## src/rtl/bus_halver_pkg.sv

```systemverilog
// Package: shared state encoding for the width-halving transfer sequencer.
// Assumes nothing beyond IEEE 1800-2017 enums.
package bus_halver_pkg;
    typedef enum logic [1:0] {
        ST_IDLE   = 2'd0,
        ST_FIRST  = 2'd1,
        ST_SECOND = 2'd2
    } xfer_state_t;
endpackage

```

## src/rtl/bus_halver_decode.sv

```systemverilog
// Module: bus_halver_decode
// Decides from the captured byte enables whether a narrow target needs a
// second access and forms the enables for that access.
// Assumes BE_W is even; the lower half holds the low-numbered bytes.
module bus_halver_decode #(
    parameter int BE_W = 4
) (
    input  logic [BE_W-1:0] cap_be_n_i,
    output logic            split_o,
    output logic [BE_W-1:0] second_be_n_o
);
    localparam int HALF = BE_W / 2;

    logic [HALF-1:0] lo_half;
    logic [HALF-1:0] hi_half;

    // Split the captured enables into halves.
    always_comb begin
        lo_half = cap_be_n_i[HALF-1:0];
        hi_half = cap_be_n_i[BE_W-1:HALF];
    end

    // Both halves need an active (low) byte for a second access.
    always_comb begin
        split_o       = (~&lo_half) && (~&hi_half);
        second_be_n_o = {hi_half, {HALF{1'b1}}};
    end
endmodule

```

## src/rtl/bus_halver_qual.sv

```systemverilog
// Module: bus_halver_qual
// Remembers whether the narrow-target flag was seen at an edge of the
// current first access. The flag seen on a given edge becomes visible only
// afterwards, so a flag coinciding with ready never qualifies.
// Assumes clr_i is high whenever the first access is not running.
module bus_halver_qual (
    input  logic clk,
    input  logic rst_n,
    input  logic clr_i,
    input  logic narrow_i,
    output logic qual_o
);
    logic seen_q;

    // Sticky flag, cleared outside the first access and on reset.
    always_ff @(posedge clk) begin
        if (!rst_n || clr_i) begin
            seen_q <= 1'b0;
        end else if (narrow_i) begin
            seen_q <= 1'b1;
        end
    end

    assign qual_o = seen_q;

    // the flag cannot be qualified in the cycle right after a clear
    a_r3_not_same_edge: assert property (@(posedge clk) disable iff (!rst_n)
        clr_i |=> !qual_o);
endmodule

```

## src/rtl/bus_halver_fsm.sv

```systemverilog
// Module: bus_halver_fsm
// Sequences one or two accesses per transfer, drives the bus enables and
// produces busy and the done pulse.
// Assumes ready is only meaningful while an access is in progress.
module bus_halver_fsm
    import bus_halver_pkg::*;
#(
    parameter int BE_W = 4
) (
    input  logic            clk,
    input  logic            rst_n,
    input  logic            start_i,
    input  logic [BE_W-1:0] be_n_i,
    input  logic            rdy_i,
    input  logic            qual_i,
    input  logic            split_i,
    input  logic [BE_W-1:0] second_be_n_i,
    output logic            clr_qual_o,
    output logic [BE_W-1:0] cap_be_n_o,
    output logic [BE_W-1:0] bus_be_n_o,
    output logic            busy_o,
    output logic            done_o
);
    localparam int HALF = BE_W / 2;
    localparam logic [BE_W-1:0] NONE = {BE_W{1'b1}};

    xfer_state_t     state_q;
    xfer_state_t     state_d;
    logic [BE_W-1:0] cap_q;
    logic            done_q;
    logic            done_d;

    // Next state and done decision.
    always_comb begin
        state_d = state_q;
        done_d  = 1'b0;
        case (state_q)
            ST_IDLE: begin
                if (start_i) state_d = ST_FIRST;
            end
            ST_FIRST: begin
                if (rdy_i) begin
                    if (qual_i && split_i) begin
                        state_d = ST_SECOND;
                    end else begin
                        state_d = ST_IDLE;
                        done_d  = 1'b1;
                    end
                end
            end
            ST_SECOND: begin
                if (rdy_i) begin
                    state_d = ST_IDLE;
                    done_d  = 1'b1;
                end
            end
            default: state_d = ST_IDLE;
        endcase
    end

    // State, done pulse and enable capture registers.
    always_ff @(posedge clk) begin
        if (!rst_n) begin
            state_q <= ST_IDLE;
            done_q  <= 1'b0;
            cap_q   <= NONE;
        end else begin
            state_q <= state_d;
            done_q  <= done_d;
            if (state_q == ST_IDLE && start_i) cap_q <= be_n_i;
        end
    end

    // Drive the bus enables for the access in progress.
    always_comb begin
        case (state_q)
            ST_FIRST:  bus_be_n_o = cap_q;
            ST_SECOND: bus_be_n_o = second_be_n_i;
            default:   bus_be_n_o = NONE;
        endcase
    end

    assign busy_o     = (state_q != ST_IDLE);
    assign done_o     = done_q;
    assign cap_be_n_o = cap_q;
    assign clr_qual_o = (state_q != ST_FIRST);

    // captured enables never change once a transfer is running
    a_r8_start_ignored: assert property (@(posedge clk) disable iff (!rst_n)
        (state_q != ST_IDLE) |=> (cap_q == $past(cap_q)));

    // a second access only runs with active bytes in both halves
    a_r4_both_halves: assert property (@(posedge clk) disable iff (!rst_n)
        (state_q == ST_SECOND) |-> ((~&cap_q[HALF-1:0]) && (~&cap_q[BE_W-1:HALF])));

    // ready without a qualified flag ends the transfer
    a_r3_late_flag: assert property (@(posedge clk) disable iff (!rst_n)
        (state_q == ST_FIRST && rdy_i && !qual_i) |=> (state_q == ST_IDLE));

    // upper enables carry over unchanged into the second access
    a_r5_upper_kept: assert property (@(posedge clk) disable iff (!rst_n)
        (state_q == ST_FIRST && state_d == ST_SECOND) |=>
        (bus_be_n_o[BE_W-1:HALF] == $past(bus_be_n_o[BE_W-1:HALF])));

    // done follows a ready seen during an access, lasts one cycle
    a_r7_done_after_rdy: assert property (@(posedge clk) disable iff (!rst_n)
        done_q |-> (!busy_o && bus_be_n_o == NONE));
    a_r7_done_pulse: assert property (@(posedge clk) disable iff (!rst_n)
        done_q |=> !done_q);
endmodule

```

## src/rtl/bus_halver.sv

```systemverilog
// Module: bus_halver (top)
// Master-side sequencer that turns a 32-bit transfer into one or two
// accesses depending on target width and the active byte enables.
// Assumes inputs are synchronous to clk; target mode is handled elsewhere.
module bus_halver #(
    parameter int BE_W = 4
) (
    input  logic            clk,
    input  logic            rst_n,
    input  logic            start_i,
    input  logic [BE_W-1:0] be_n_i,
    input  logic            rdy_i,
    input  logic            narrow_i,
    output logic [BE_W-1:0] bus_be_n_o,
    output logic            busy_o,
    output logic            done_o
);
    logic            qual;
    logic            clr_qual;
    logic            split;
    logic [BE_W-1:0] cap_be_n;
    logic [BE_W-1:0] second_be_n;

    bus_halver_qual u_qual (
        .clk      (clk),
        .rst_n    (rst_n),
        .clr_i    (clr_qual),
        .narrow_i (narrow_i),
        .qual_o   (qual)
    );

    bus_halver_decode #(.BE_W(BE_W)) u_decode (
        .cap_be_n_i    (cap_be_n),
        .split_o       (split),
        .second_be_n_o (second_be_n)
    );

    bus_halver_fsm #(.BE_W(BE_W)) u_fsm (
        .clk           (clk),
        .rst_n         (rst_n),
        .start_i       (start_i),
        .be_n_i        (be_n_i),
        .rdy_i         (rdy_i),
        .qual_i        (qual),
        .split_i       (split),
        .second_be_n_i (second_be_n),
        .clr_qual_o    (clr_qual),
        .cap_be_n_o    (cap_be_n),
        .bus_be_n_o    (bus_be_n_o),
        .busy_o        (busy_o),
        .done_o        (done_o)
    );

    // an idle block never raises done on the next cycle
    a_r9_idle_quiet: assert property (@(posedge clk) disable iff (!rst_n)
        (!busy_o && !start_i) |=> !busy_o && !done_o);
endmodule

```

## config.mk

```make
export PLATFORM = sky130hd
export DESIGN_NAME = bus_halver
export DESIGN_NICKNAME = d
export VERILOG_FILES = /design/src/rtl/bus_halver_pkg.sv /design/src/rtl/bus_halver_decode.sv /design/src/rtl/bus_halver_qual.sv /design/src/rtl/bus_halver_fsm.sv /design/src/rtl/bus_halver.sv
export SDC_FILE = /design/constraint.sdc
export NUM_CORES = 1
export LEC_CHECK = 0
export BUFFER_PORTS_ARGS = -buffer_cell sky130_fd_sc_hd__buf_2
export CAP_MARGIN = 30
export CORE_AREA = 2 2 39 41
export CTS_CLUSTER_SIZE = 40
export DETAILED_ROUTE_END_ITERATION = 16
export DIE_AREA = 0 0 41 43
export MAX_ROUTING_LAYER = met4
export PLACE_DENSITY_LB_ADDON = 0.3
export SLEW_MARGIN = 5
export SYNTH_ARGS = -nofsm -noshare
export SYNTH_HDL_FRONTEND = slang
export SYNTH_SLANG_ARGS = --single-unit
```

## constraint.sdc

```tcl
create_clock -name clk -period 1.65 [get_ports clk]
set_clock_uncertainty 0.2 [all_clocks]
set_input_delay 0.4125 -clock clk [delete_from_list [all_inputs] [get_ports clk]]
set_output_delay 0.4125 -clock clk [all_outputs]
set_load 0.05 [all_outputs]
```

==> summary.txt, run 1 <==
Status
  • Outcome: finished, violations left
  • Failing checks: negative setup slack

Timing
  • Number of pins exceeding their max-slew limit in the final report: 0
  • Transition time of the tightest slew-check pin: 287 ps
  • Peak Freq: 0.518 GHz
  • Final critical-path share of the clock period: 1.17
  • Number of setup violations in the final report: 4
  • Endpoints failing hold: 0
  • Setup repair after global routing missed its margin: yes
  • Shortest period the worst path allows: 1930 ps
  • Worst max-slew margin expressed relative to the limit: 0.807
  • Hold WS: 177 ps
  • Worst setup slack after layout: -281 ps

Floorplanning
  • Number of placement rows: 14
  • Area enclosed by the die boundary: 0.00176 sq mm
  • Initial core utilization: 0.301
  • Placeable core region: 0.00138 sq mm
  • Number of I/O pins: 15
  • DIE WIDTH: 41 microns
  • Die Span Y: 43 microns

Routing
  • Routed length per instance: 11.4 microns
  • Antenna-violating nets left: 0
  • DRC violation total after the first TritonRoute iteration: 7
  • Count of unresolved DRC violations after routing: 0
  • Total length of routed wires: 1070 microns
  • Via density per instance: 4.76
  • First drt pass iteration count: 4
  • Routed via count: 447

Critical path
  • Slowest stage cell on the critical path: dfxtp_4
  • Worst Path Max Fanout: 3
  • Kind of critical path: reg -> out
  • Startpoint type of the worst setup path: flop
  • Cell chain of the critical path: inv_4 -> ha_4 -> nor2b_4 -> nand2_4 -> buf_8
  • Required @ worst endpoint: 1040 ps
  • Delay of the slowest critical-path stage: 350 ps
  • Worst Setup End Kind: primary output
  • Arrival time reported for the critical path endpoint: 1320 ps

Place
  • Hpwl dp: 725 microns
  • Count of input and output buffers: 14
  • Cell area after placement: 574 sq um
  • GPL Wtd Cong: 0.734

Final layout
  • Fraction of layout instances using a drive strength above 1: 0.564
  • Net count reported at finish: 93
  • Synthesis-to-layout area growth: 75.1%
  • Non-Filler Cell Area, Final: 729 sq um
  • Count of antenna diodes in the layout: 0
  • Final standard cell utilization of the core: 0.527

Synthesis
  • Syn Std Cell Area: 417 sq um
  • Syn avg cell area: 8.01 sq um
  • Post-synth net total: 65
  • Number of register bits inferred by synthesis: 8
  • Syn Inst Count: 52
  • Portion of the post-synthesis area used by sequential elements: 0.384
  • Unique masters post-synth: 17
  • Yosys synthesis warning count: 0

CTS
  • Clock tree from TritonCTS: done
  • CTS Root Buffer Type: clkbuf_4
  • Level count of the clock H-tree: 1
  • Total clock buffers created by CTS: 3
  • Largest buffer count on any clock path: 2
  • Clock latency on the worst-skew pair: 260 ps
  • Clock edge transition at the registers on the reported setup and hold paths: 50 ps
  • Sink count of the clock tree: 8

GRT
  • Global-route wire length before repair: 1750 microns
  • Total congestion overflow: 0
  • Pin count of the biggest net entering global routing: 11
  • Number of antenna violations at the first check in global routing: 0
  • GRT Total Usage: 0.157
  • Via count of the first global-routing pass: 422

Power and ir drop
  • Power per Cell Area: 1140 mW/mm^2
  • Peak ir drop on the vdd network: 0.449 mV
  • PnR Total Power: 834 uW
  • Static power due to leakage: 0.347 nW

Min path
  • Path category of the worst min-delay check: in -> reg

Flow run
  • Max-cap viol count: 0
==> per-layer routing <==
metal | track usage | wire length [microns] | vias to the layer above
li1 | - | - | 233
met1 | 0.163 | 434 | 196
met2 | 0.253 | 564 | 15
met3 | 0.0314 | 46 | 3
met4 | 0.100 | 27 | 0
met5 | - | 0 | -
==> cell families after synthesis <==
group,share of synthesized area
flops,0.384
simple gates,0.282
mux,0.0480
fa+ha+maj,0.120
compound gates,0.126
buf+inv,0.0390
==> final cells by class <==
cell class                      count  area (sq um)
Clock buffer                        3          22.5
Multi-Input combinational cell     40           315
Inverter                            3          18.8
Timing Repair Buffer               24           188
Fill cell                         136           654
Sequential cell                     8           165
Tap cell                           16          20.0
==> report_power, final <==
group	internal [mW]	total [mW]	switching (mW)
Clock	0.0832	0.149	0.0660
Sequential	0.214	0.233	0.0192
Combinational	0.205	0.451	0.247
Total	0.502	0.834	0.332
==> path summary, 6_finish.rpt <==
path / startpoint / to / slack (ps) / cells after the start
max: u_fsm.state_q[1] / bus_be_n_o[0] / -280 / 5
min: narrow_i / u_qual.qual_o / 180 / 2
max reg2reg: u_fsm.state_q[0] / u_fsm.state_q[0] / 80 / 7
min reg2reg: u_fsm.cap_be_n_o[1] / u_fsm.cap_be_n_o[1] / 280 / 2
==> timing repair <==
action / in CTS / in global routing
hold buffers: 0 / 0
setup endpoints to repair: 5 / 7
setup buffers: 3 / 1
hold endpoints to repair: 0 / 0
pin swaps: 4 / 3
resized for setup: 29 / 2
==> flip-flops by register name, summed over array words and instances (netlist names) <==
| name | cells |
|---|---|
| u_qual.qual_o | 1 |
| u_fsm.cap_be_n_o | 4 |
| u_fsm.done_o | 1 |
| u_fsm.state_q | 2 |
==> per-stage QoR <==
| stage | TNS, ps | std cells | setup WS [ps] |
|---|---|---|---|
| after floorplan | -159 | 52 | -44.0 |
| after global placement | -576 | 87 | -154 |
| after detailed placement | -566 | 87 | -151 |
| after CTS | -1040 | 93 | -282 |
| after global routing | -1220 | 94 | -309 |
| final | -1050 | 94 | -281 |
==> cell usage in the layout, fill, tap and decap left out, types with 2 or more instances in the layout <==
cell type / count
nand2_1: 11
buf_4: 10
nand3_1: 9
buf_2: 9
dfxtp_1: 6
inv_4: 3
ha_4: 3
clkbuf_4: 3
buf_8: 3
o21ai_2: 2
nand2_2: 2
nand2_4: 2
mux2i_1: 2
buf_6: 2
==> cells in the mapped netlist <==
| master | n | area share |
|---|---|---|
| a211oi_1 | 1 | 0.018 |
| inv_2 | 1 | 0.0090 |
| mux2i_1 | 2 | 0.048 |
| o22ai_2 | 1 | 0.030 |
| nand2_1 | 15 | 0.14 |
| dfxtp_1 | 8 | 0.38 |
| ha_1 | 4 | 0.12 |
| nor2_1 | 1 | 0.0090 |
| o211a_1 | 1 | 0.024 |
| inv_1 | 2 | 0.018 |
| a21oi_1 | 1 | 0.012 |
| a21boi_0 | 1 | 0.018 |
| nand3_1 | 9 | 0.11 |
| o21ai_0 | 2 | 0.024 |
| nor2b_1 | 1 | 0.015 |
| buf_2 | 1 | 0.012 |
| nand4_1 | 1 | 0.015 |
==> critical path: cells and delay by family (launching register included) <==
kind | cells | cell delay (ps)
flops | 1 | 350
fa+ha+maj | 1 | 260
simple gates | 2 | 250
buf+inv | 2 | 190
No activity file was read; power rests on OpenSTA's default activity.
==> run 2: changes to the inputs <==
--- a/config.mk
+++ b/config.mk
@@ -5,6 +5,7 @@
 export SDC_FILE = /design/constraint.sdc
 export NUM_CORES = 1
 export LEC_CHECK = 0
+export ABC_AREA = 1
 export BUFFER_PORTS_ARGS = -buffer_cell sky130_fd_sc_hd__buf_2
 export CAP_MARGIN = 30
 export CORE_AREA = 2 2 39 41
@@ -13,6 +14,7 @@
 export DIE_AREA = 0 0 41 43
 export MAX_ROUTING_LAYER = met4
 export PLACE_DENSITY_LB_ADDON = 0.3
+export REMOVE_ABC_BUFFERS = 1
 export SLEW_MARGIN = 5
 export SYNTH_ARGS = -nofsm -noshare
 export SYNTH_HDL_FRONTEND = slang
==> run 2 against run 1 <==
Sequential cell count unchanged. The run still ends with negative setup slack left. Area after synthesis up 4.8%. Clock power is 5% higher. Cell area is 5.8% higher. Critical endpoint is now bus_be_n_o[1]. Synthesized cell count is 23% higher. Die area unchanged. Sequential power is 32% higher.
==> summary.txt, run 2 <==
Final layout
  • Max reg flops: 4 (unchanged)
  • Fraction of layout instances using a drive strength above 1: 0.553 (-0.0109)
  • Count of antenna diodes in the layout: 0 (unchanged)
  • Flip-flop and latch area: 168 sq um (+1.5%)
  • Non-Filler Cell Area, Final: 772 sq um (+5.8%)
  • Most frequent standard cell in the layout excluding fill and tap cells: nand2_1
  • Highest-count cells in the layout ignoring fill and taps: 19 x nand2_1, 13 x buf_4, 9 x buf_2
  • Count of filler cells inserted in the layout: 125 (-8.1%)
  • Synthesis-to-layout area growth: 76.8%
  • Net count reported at finish: 109 (+17%)
  • Multi-input gate area in the final layout: 310 sq um (-1.6%)

Floorplanning
  • DIE WIDTH: 41 microns (unchanged)
  • Die Span Y: 43 microns (unchanged)
  • Number of I/O pins: 15 (unchanged)
  • Initial core utilization: 0.316 (+0.0145)
  • Number of placement rows: 14 (unchanged)
  • Area enclosed by the die boundary: 0.00176 sq mm (unchanged)
  • Placeable core region: 0.00138 sq mm (unchanged)

Timing
  • Peak Freq: 0.525 GHz (+1.3%)
  • Hold WS: 147 ps (-29.8 ps)
  • Final critical-path share of the clock period: 1.15 (-0.0155)
  • Worst setup slack after layout: -256 ps (+25.6 ps)
  • Setup repair after global routing missed its margin: yes
  • Worst max-slew margin expressed relative to the limit: 0.837 (+0.0303)
  • Endpoints failing hold: 0 (unchanged)
  • Total negative slack: -873 ps (+174 ps)
  • Shortest period the worst path allows: 1910 ps (-25.6 ps)
  • Transition time of the tightest slew-check pin: 246 ps (-41.2 ps)
  • Number of pins exceeding their max-slew limit in the final report: 0 (unchanged)
  • Number of setup violations in the final report: 4 (unchanged)

GRT
  • Pin count of the biggest net entering global routing: 9 (-2)
  • Total congestion overflow: 0 (unchanged)
  • Number of antenna violations at the first check in global routing: 0 (unchanged)
  • Global-route wire length before repair: 1870 microns (+6.7%)
  • Via count of the first global-routing pass: 458 (+8.5%)
  • GRT Total Usage: 0.171 (+0.0139)

Critical path
  • Worst Setup End Kind: primary output
  • Kind of critical path: reg -> out
  • Register-to-Register Setup Slack: 120 ps (+40 ps)
  • Terminus of the critical flop-to-flop path: u_fsm.state_q[0]
  • Required @ worst endpoint: 1040 ps (about the same)
  • Launching point of the worst reg2reg path: u_fsm.state_q[0]
  • Arrival time reported for the critical path endpoint: 1290 ps (-30 ps)
  • Startpoint type of the worst setup path: flop
  • Worst Path Max Fanout: 3 (unchanged)
  • Reg2Reg Depth: 9 (+2)

Place
  • GPL Wtd Cong: 0.684 (-6.7%)
  • Hpwl dp: 733 microns (+1.2%)
  • Cell area after placement: 568 sq um (-1.1%)
  • Count of input and output buffers: 14 (unchanged)

Synthesis
  • Portion of the post-synthesis area used by sequential elements: 0.367 (-0.0176)
  • Number of register bits inferred by synthesis: 8 (unchanged)
  • Synth Flop Type: dfxtp_1
  • Async set-or-reset flop fraction in the synthesized netlist: 0 (unchanged)
  • Area contributors post-synth: dfxtp_1 37%, nand2_1 20%, ha_1 11%
  • Area share of the largest cell type after synthesis: 0.367 (-0.0176)
  • Yosys synthesis warning count: 0 (unchanged)
  • Most repeated cell in the gate-level netlist after synthesis: nand2_1
  • Synth cell count leaders: 23 x nand2_1, 8 x dfxtp_1, 8 x nor2_1
  • Syn Std Cell Area: 437 sq um (+4.8%)
  • Largest area contributor in the synthesized netlist: dfxtp_1
  • Syn avg cell area: 6.82 sq um (-15%)
  • Syn Inst Count: 64 (+23%)
  • Unique masters post-synth: 12 (-5)
  • Post-synth EDFFs: 0 (unchanged)

Routing
  • Count of unresolved DRC violations after routing: 0 (unchanged)
  • Total length of routed wires: 1360 microns (+26%)
  • First drt pass iteration count: 4 (unchanged)
  • Antenna-violating nets left: 0 (unchanged)
  • Routed length per instance: 12.3 microns (+8.0%)
  • Via density per instance: 4.77 (+0.37%)
  • Routed via count: 525 (+17%)
  • DRC violation total after the first TritonRoute iteration: 19 (+12)

Flow run
  • Max-cap viol count: 0 (unchanged)

Status
  • Outcome: finished, violations left
  • Failing checks: negative setup slack

Power and ir drop
  • Static power due to leakage: 0.397 nW (+14%)
  • Power per Cell Area: 2230 mW/mm^2 (+95%)
  • Peak ir drop on the vdd network: 0.872 mV (+94%)

CTS
  • Total clock buffers created by CTS: 3 (unchanged)
  • Clock latency on the worst-skew pair: 270 ps (about the same)
  • Level count of the clock H-tree: 1 (unchanged)
  • Clock edge transition at the registers on the reported setup and hold paths: 60 ps (about the same)
  • Number of buffers inserted for hold repair after clock tree synthesis: 0 (unchanged)
  • Largest buffer count on any clock path: 2 (unchanged)
  • Clock tree from TritonCTS: done
  • Sink count of the clock tree: 8 (unchanged)
  • CTS Root Buffer Type: clkbuf_4

Min path
  • Number of cells on the worst hold path: 3 (+1)
  • Worst Hold Path EP: u_fsm.cap_be_n_o[3]
  • Path category of the worst min-delay check: in -> reg
  • Hold path startpoint: be_n_i[3]
-- run 2: area by class of cell --
class	count	share of cell area
flip-flops and latches	8	0.217
repair buffers	28	0.277
clock buffers	3	0.0292
well taps	16	0.0259
inverters	8	0.0486
multi-input cells	47	0.402
-- run 2: per-layer routing --
metal,vias to the layer above,global-route usage,wire length [microns]
li1,257,-,-
met1,227,0.184,514
met2,33,0.256,677
met3,8,0.0942,114
met4,0,0.0600,48
met5,-,-,0
-- run 2: worst max-delay path by stage --
stage                     start             to  slack, ps  cells past startpoint
2_1_floorplan  u_fsm.state_q[0]  bus_be_n_o[0]       -100                      3
3_3_place_gp   u_fsm.state_q[1]  bus_be_n_o[2]        -60                      7
3_5_place_dp   u_fsm.state_q[0]  bus_be_n_o[1]        -90                      4
4_1_cts        u_fsm.state_q[0]  bus_be_n_o[2]       -190                      7
5_1_grt        u_fsm.state_q[0]  bus_be_n_o[1]       -280                      6
6_report       u_fsm.state_q[0]  bus_be_n_o[1]       -260                      6
-- run 2: what timing repair did --
action / CTS / global route
gates resized for setup: 32 / 7
setup buffers: 2 / 5
hold endpoints to repair: 0 / 0
endpoints found under the setup margin: 5 / 5
pin swaps: 3 / 3
-- run 2: metrics by stage --
stage	util	std cells	setup slack, ps	total power [mW]
floorplan	-	63	-102	0.863
global placement	0.410	100	-63.0	1.10
detailed placement	0.410	100	-94.6	1.11
CTS	0.512	105	-191	1.56
global route	0.558	110	-282	1.82
finish	0.558	110	-256	1.72
-- run 2: logic make-up (layout without fill, tap and decap cells) --
family,after synthesis,count (layout),synth area share
adder cells (fa/ha/maj),4,4,0.115
buffers and inverters,9,39,0.0946
AND/OR/NAND/NOR,42,42,0.413
AO/OA/AOI/OAI,1,1,0.0115
flip-flops,8,8,0.367
-- run 2: where the power goes --
group / switching (mW) / internal, mW / leakage [nW]
clock network: 0.0722 / 0.0836 / 0.0138
registers: 0.0566 / 0.251 / 0.0673
logic: 0.708 / 0.550 / 0.316
-- run 2: critical path, cell delays in order (launching register included) --
cell	delay, ps
dfxtp_4	370
inv_4	50
ha_4	170
inv_4	70
buf_4	110
nand3_2	90
buf_6	160
